### src/rtl/qlsb_pkg.sv
package qlsb_pkg;
  // Strobes from control to datapath
  typedef struct packed {
    logic load;      // capture a byte this cycle
    logic forceLsb;  // set bit 0 of the captured byte
  } qlsbStrobe_t;
endpackage

### src/rtl/qlsb_ctrl.sv
module qlsb_ctrl
  import qlsb_pkg::*;
#(
  parameter int CH_W       = 7,
  parameter int NUM_QUAD   = 4,
  parameter int NUM_RATES  = 3,
  parameter int BASE_SHIFT = 3
) (
  input  logic                clk,
  input  logic                rstN,
  input  logic [CH_W-1:0]     chanNum,
  input  logic                byteValid,
  input  logic [1:0]          rateSel,
  input  logic [NUM_QUAD-1:0] quadEn,
  output qlsbStrobe_t         strobe
);
  localparam int QIDX_W = $clog2(NUM_QUAD);

  logic [QIDX_W-1:0] idxByRate [NUM_RATES];
  logic [QIDX_W-1:0] quadIdx;

  // Each rate doubles the channel count, so the quarter field moves up one bit
  for (genvar r = 0; r < NUM_RATES; r++) begin : g_rate
    assign idxByRate[r] = chanNum[BASE_SHIFT + r +: QIDX_W];
  end

  always_comb begin
    quadIdx = idxByRate[0];  // unused encoding falls back to slowest rate
    for (int r = 1; r < NUM_RATES; r++) begin
      if (rateSel == r[1:0]) quadIdx = idxByRate[r];
    end
  end

  assign strobe.load     = byteValid;
  assign strobe.forceLsb = quadEn[quadIdx];


  no_enable_no_force_chk: assert property (@(posedge clk) disable iff (!rstN)
    (quadEn == '0) |-> !strobe.forceLsb);


  steady_inputs_steady_force_chk: assert property (@(posedge clk) disable iff (!rstN)
    ($stable(chanNum) && $stable(rateSel) && $stable(quadEn)) |-> $stable(strobe.forceLsb));
endmodule

### src/rtl/qlsb_datapath.sv
module qlsb_datapath
  import qlsb_pkg::*;
#(
  parameter int DATA_W = 8
) (
  input  logic              clk,
  input  logic              rstN,
  input  qlsbStrobe_t       strobe,
  input  logic [DATA_W-1:0] dataIn,
  output logic [DATA_W-1:0] dataOut,
  output logic              outValid
);
  always_ff @(posedge clk) begin
    if (!rstN) begin
      dataOut  <= '0;
      outValid <= 1'b0;
    end else begin
      outValid <= strobe.load;
      if (strobe.load) dataOut <= {dataIn[DATA_W-1:1], dataIn[0] | strobe.forceLsb};
    end
  end


  valid_follows_load_chk: assert property (@(posedge clk) disable iff (!rstN)
    strobe.load |=> outValid);


  no_spurious_valid_chk: assert property (@(posedge clk) disable iff (!rstN)
    !strobe.load |=> !outValid);


  upper_bits_pass_chk: assert property (@(posedge clk) disable iff (!rstN)
    strobe.load |=> (dataOut[DATA_W-1:1] == $past(dataIn[DATA_W-1:1])));


  forced_lsb_set_chk: assert property (@(posedge clk) disable iff (!rstN)
    (strobe.load && strobe.forceLsb) |=> dataOut[0]);


  lsb_pass_chk: assert property (@(posedge clk) disable iff (!rstN)
    (strobe.load && !strobe.forceLsb) |=> (dataOut[0] == $past(dataIn[0])));


  hold_when_idle_chk: assert property (@(posedge clk) disable iff (!rstN)
    !strobe.load |=> $stable(dataOut));
endmodule

### src/rtl/quad_lsb_override.sv
module quad_lsb_override
  import qlsb_pkg::*;
#(
  parameter int CH_W     = 7,
  parameter int DATA_W   = 8,
  parameter int NUM_QUAD = 4
) (
  input  logic                clk,
  input  logic                rstN,
  input  logic [CH_W-1:0]     chanNum,
  input  logic                byteValid,
  input  logic [DATA_W-1:0]   dataIn,
  input  logic [1:0]          rateSel,
  input  logic [NUM_QUAD-1:0] quadEn,
  output logic [DATA_W-1:0]   dataOut,
  output logic                dataValid
);
  localparam int NUM_RATES  = 3;
  localparam int BASE_SHIFT = CH_W - ($clog2(NUM_QUAD) + NUM_RATES - 1);

  qlsbStrobe_t strobe;

  qlsb_ctrl #(
    .CH_W(CH_W), .NUM_QUAD(NUM_QUAD), .NUM_RATES(NUM_RATES), .BASE_SHIFT(BASE_SHIFT)
  ) u_ctrl (
    .clk(clk), .rstN(rstN), .chanNum(chanNum), .byteValid(byteValid),
    .rateSel(rateSel), .quadEn(quadEn), .strobe(strobe)
  );

  qlsb_datapath #(.DATA_W(DATA_W)) u_dp (
    .clk(clk), .rstN(rstN), .strobe(strobe), .dataIn(dataIn),
    .dataOut(dataOut), .outValid(dataValid)
  );
endmodule

### config.mk
export PLATFORM = sky130hd
export DESIGN_NAME = quad_lsb_override
export DESIGN_NICKNAME = d
export VERILOG_FILES = /design/src/rtl/qlsb_pkg.sv /design/src/rtl/qlsb_ctrl.sv /design/src/rtl/qlsb_datapath.sv /design/src/rtl/quad_lsb_override.sv
export SDC_FILE = /design/constraint.sdc
export NUM_CORES = 1
export LEC_CHECK = 0
export ABC_AREA = 1
export CAP_MARGIN = 30
export CORE_MARGIN = 1
export CORE_UTILIZATION = 30
export DETAILED_ROUTE_END_ITERATION = 12
export DONT_BUFFER_PORTS = 1
export GPL_TIMING_DRIVEN = 0
export SYNTH_ARGS = -nofsm -noshare
export SYNTH_HDL_FRONTEND = slang
export SYNTH_SLANG_ARGS = --single-unit
### constraint.sdc
create_clock -name clk -period 1.47 [get_ports clk]
set_input_delay 0.294 -clock clk [delete_from_list [all_inputs] [get_ports clk]]
set_output_delay 0.294 -clock clk [all_outputs]
set_load 0.05 [all_outputs]
# Yosys cells after proc, flatten, opt, wreduce, memory -nomap -nowiden
# Index checks and enable logic that the tools add are counted.
dict set report word_totals {
  out_inout_bits 9
  register_bits 9
  elab_cells 10
  input_bits 24
}
dict set report classes {
  mux 4
  n_lt_le_gt_ge 1
  eq_ne 2
  bitwise 1
}
# op count
set ops {}
lappend ops {{$mux W2} 2}
lappend ops {{$lt A2 B3 Y1 const B} 1}
lappend ops {{$bmux W1 S2} 1}
lappend ops {{$eq A2 B1 Y1 const B} 1}
lappend ops {{$eq A2 B2 Y1 const B} 1}
lappend ops {{$mux W1} 1}
lappend ops {{$or A1 B1 Y1} 1}

# Depth between registers and ports, before layout
dict set report logic_depth {
  word_depth 6
  mapped_depth 9
}

# By module
# From an unflattened synthesis, not the netlist that was laid out.
dict set report hier_totals {
  hier_cells 72
  area_unflattened_um2 461.7
}
# module n_inst cells_per_inst area_per_inst_um2
set modules_own_cells {}
lappend modules_own_cells {qlsb_datapath 1 39 310.3}
lappend modules_own_cells {qlsb_ctrl 1 33 151.4}

# Least setup slack after synthesis
# OpenSTA, ideal clock, no wires.
dict set report synth_path {
  path_type {input to register}
  startpoint {in rateSel[0]}
  endpoint {reg u_dp.dataOut[0]}
  setup_time_ps 109
  cell_stages 9
  arrival_time_ps 847
  path_slack_ps 514
  n_path_buf 0
  path_cell_list {inv_1 -> nand2_1 -> nand3_2 -> nand3_1 -> nand2_1 -> nand3_1 -> nand3_1 -> nand2_1 -> inv_1}
}
dict set report synth_between {
  elab_chain_len 6
}
# item line
set synth_lines {}
lappend synth_lines {{start: declaration} quad_lsb_override.sv:13} ;# input logic [1:0] rateSel,
lappend synth_lines {{$eq A2 B1 Y1} qlsb_ctrl.sv:30} ;# if (rateSel == r[1:0]) quadIdx = idxByRate[r];
lappend synth_lines {{$mux W2} qlsb_ctrl.sv:30}
lappend synth_lines {{$mux W2 *} qlsb_ctrl.sv:30}
lappend synth_lines {{$bmux W1 S2 *} qlsb_ctrl.sv:35} ;# assign strobe.forceLsb = quadEn[quadIdx];
lappend synth_lines {{$mux W1 (implied by the code) *} qlsb_ctrl.sv:35}
lappend synth_lines {{$or A1 B1 Y1 *} qlsb_datapath.sv:19} ;# if (strobe.load) dataOut <= {dataIn[DATA_W-1:1], dataIn[0] | strobe.forceLsb};
lappend synth_lines {{end signal: assignment} qlsb_datapath.sv:19}
lappend synth_lines {{end: declaration} qlsb_datapath.sv:10} ;# output logic [DATA_W-1:0] dataOut,
# Every way passes the cells marked *; elsewhere a longest branch is shown, timed or not. The select of a mux whose other input is x is not followed.
# A chain may end at the register's enable or synchronous reset.

# Worst setup path in the final report
dict set report layout_path {
  startpoint {reg u_dp.dataOut[2]}
  endpoint {out dataOut[2]}
}
# item line
set layout_rtl {}
lappend layout_rtl {{end: declaration} quad_lsb_override.sv:15} ;# output logic [DATA_W-1:0] dataOut,
# No word-level cell between the ends.

==> results.py <==
metrics = {
    "yosys": {
        "yosysMostFrequentCell": "nor2_1",
        "syn_avg_cell_area_um2": 6.33,
        "synth_cells": 70,
        "synthXorXnorAreaFrac": 0,
        "synth_warnings": 0,
        "synth_compound_gate_area_share": 0.107,
        "yosys_register_bits": 9,
        "synth_edf_count": 0,
        "yosys.area_share.simple": 0.364,
        "netlist_top_cells_area": "dfxtp_1, nor2_1, nand3_1",
        "synthAdderAreaFrac": 0,
        "seq_area_frac_synth": 0.407,
        "synth_cell_type_count": 10,
        "yosysTopAreaCellShare": 0.407,
        "syn_area_um2": 443,
        "synth_mux_area_frac": 0,
        "synth_common_cells": "nor2_1, inv_1, nand2_1, nand3_1, dfxtp_1",
        "async_flop_share": 0,
        "synth_top_family_by_area": "simple AND/OR/NAND/NOR gates",
        "synth_area_leader_cell": "dfxtp_1",
        "syn-num-nets": 94,
        "synthFlopType": "dfxtp_1",
    },
    "setup_path": {
        "cp.arrival_ns": 0.90,
        "critPathLaunch": "u_dp.dataOut[2]",
        "critPathCaptureType": "primary output",
        "worstSetupPathType": "reg2out",
        "start_kind": "flip-flop",
        "rr_startpoint": "u_dp.dataOut[1]",
        "worstPathRequired_ns": 1.18,
        "crit_fanout": 2,
    },
    "clocking": {
        "ctsHoldBuffers": 0,
        "cts_resized": 0,
        "htree_num_levels": 1,
        "numCtsBuffers": 3,
        "cts_tree": "yes",
        "clk_latency_ns": 0.26,
        "clk_pin_slew_ns": 0.06,
        "clk_path_buf_depth": 2,
        "root_buffer": "clkbuf_4",
        "clock_sinks": 9,
        "cts_setup_buffers": 0,
    },
    "global_route": {
        "grt_use_total": 0.131,
        "grt_max_degree": 11,
        "grt_pass1_wl_um": 1350,
        "grt_pass1_vias": 354,
        "antenna_found_initial": 0,
        "overflow": 0,
    },
    "placement": {
        "dp_hpwl_um": 658,
        "dp_cells": 85,
        "place_ws_ns": 0.445,
        "place_congestion": 0.625,
        "dpl_cell_area_um2": 462,
        "port_buffers": 0,
    },
    "finish": {
        "final_cells": 89,
        "area_delta_synth_final_pct": 10.2,
        "nFillCells": 150,
        "final_layout_size_suffix_gt1_frac": 0.0676,
        "antenna_cells": 0,
        "final_area_um2": 488,
        "nNetsFinal": 99,
    },
    "power_and_ir_drop": {
        "clockPowerShare": 0.324,
        "p_switching_w": 0.000189,
        "swShare": 0.326,
        "p_int_w": 0.000391,
        "p_leak_nw": 0.267,
        "powerDensity_nw_per_um2": 1190,
        "seqPwrFrac": 0.568,
        "comb_power_share": 0.108,
        "ir_drop_v": 0.000689,
    },
    "sta": {
        "slew_headroom": 0.659,
        "min_period_ns": 1.19,
        "rsz0062_at_grt": "no",
        "skew_ns": 0,
        "fin_ws_ns": 0.279,
        "period_share": 0.810,
        "setup_tns_ns": 0,
        "setup_violations": 0,
        "hold_violations": 0,
        "final_max_slew_viol_count": 0,
        "worstMarginPinSlew_ns": 0.511,
        "fmax_mhz": 840,
    },
    "detailed_routing": {
        "wirelength_um": 869,
        "wl_per_cell_um": 9.76,
        "drtIter0Drc": 14,
        "first_pass_iters": 4,
        "vias": 407,
        "drc": 0,
        "via_per_inst": 4.57,
        "antenna_left": 0,
    },
    "floorplanning": {
        "start_util": 0.332,
        "row_count": 13,
        "die_y_um": 40.4,
        "die_x_um": 40.4,
        "core_region_area_um2": 1330,
        "dieArea_um2": 1630,
        "ioPinCount": 33,
    },
    "status": {
        "status": "completed",
    },
    "hold_path": {
        "hp-class": "in2reg",
        "min_from": "rstN",
    },
    "flow_run": {
        "cap_violations": 0,
    },
}
## path summary, 6_finish.rpt
check	endpoint	slack, ns	cells past startpoint
hold reg to reg	u_dp.dataOut[3]	0.78	2
hold / removal	u_dp.outValid	0.13	2
setup reg to reg	u_dp.dataOut[1]	0.51	2
setup / recovery	dataOut[2]	0.28	0
## metal layers
metal | global-route usage | part of all wire | up-vias
met5 | 0 | 0 | -
met4 | 0 | 0 | 0
met3 | 0.111 | 0.11 | 0
met2 | 0.179 | 0.45 | 15
met1 | 0.164 | 0.44 | 169
li1 | - | - | 223
## flip-flops by register name, indices dropped and copies added, names as in the netlist
signal and count:
u_dp.dataOut 8, u_dp.outValid 1
## power groups by stage
stage / combinational, W / clock, W / sequential (W)
floorplan: 0.0000541 / 0 / 0.000333
global placement: 0.0000616 / 0 / 0.000336
detailed placement: 0.0000631 / 0 / 0.000336
CTS: 0.0000634 / 0.000197 / 0.000330
global route: 0.0000769 / 0.000212 / 0.000333
finish: 0.0000626 / 0.000188 / 0.000330
## cell families after synthesis
group / after synthesis
simple gates: 38
flops: 9
compound gates: 9
buf+inv: 14
## stage by stage
step | total power [W] | hold slack [ns] | util
5_1_grt | 0.000621 | 0.126 | 0.366
4_1_cts | 0.000590 | 0.126 | 0.366
3_3_place_gp | 0.000397 | 0.397 | 0.346
2_1_floorplan | 0.000387 | 0.392 | -
3_5_place_dp | 0.000399 | 0.399 | 0.346
6_report | 0.000580 | 0.132 | 0.366
## final cells by class
class	count	area (um2)	share of cell area
buffer	1	5.00	0.0103
clock buffer	4	26.3	0.0538
inverter	13	48.8	0.100
multi-input combinational	47	209	0.428
sequential	9	180	0.369
tap	15	18.8	0.0385
## cell usage in the layout (no fill, tap or decap)
cell type   n
clkbuf_1    1
nand2_1    10
inv_1      13
nand3_1    10
a21oi_1     1
nand3_2     1
dfxtp_1     9
nor2_1     17
o21a_1      1
buf_2       1
o21ai_0     7
clkbuf_4    3
Power figures use the tool's default switching activity.
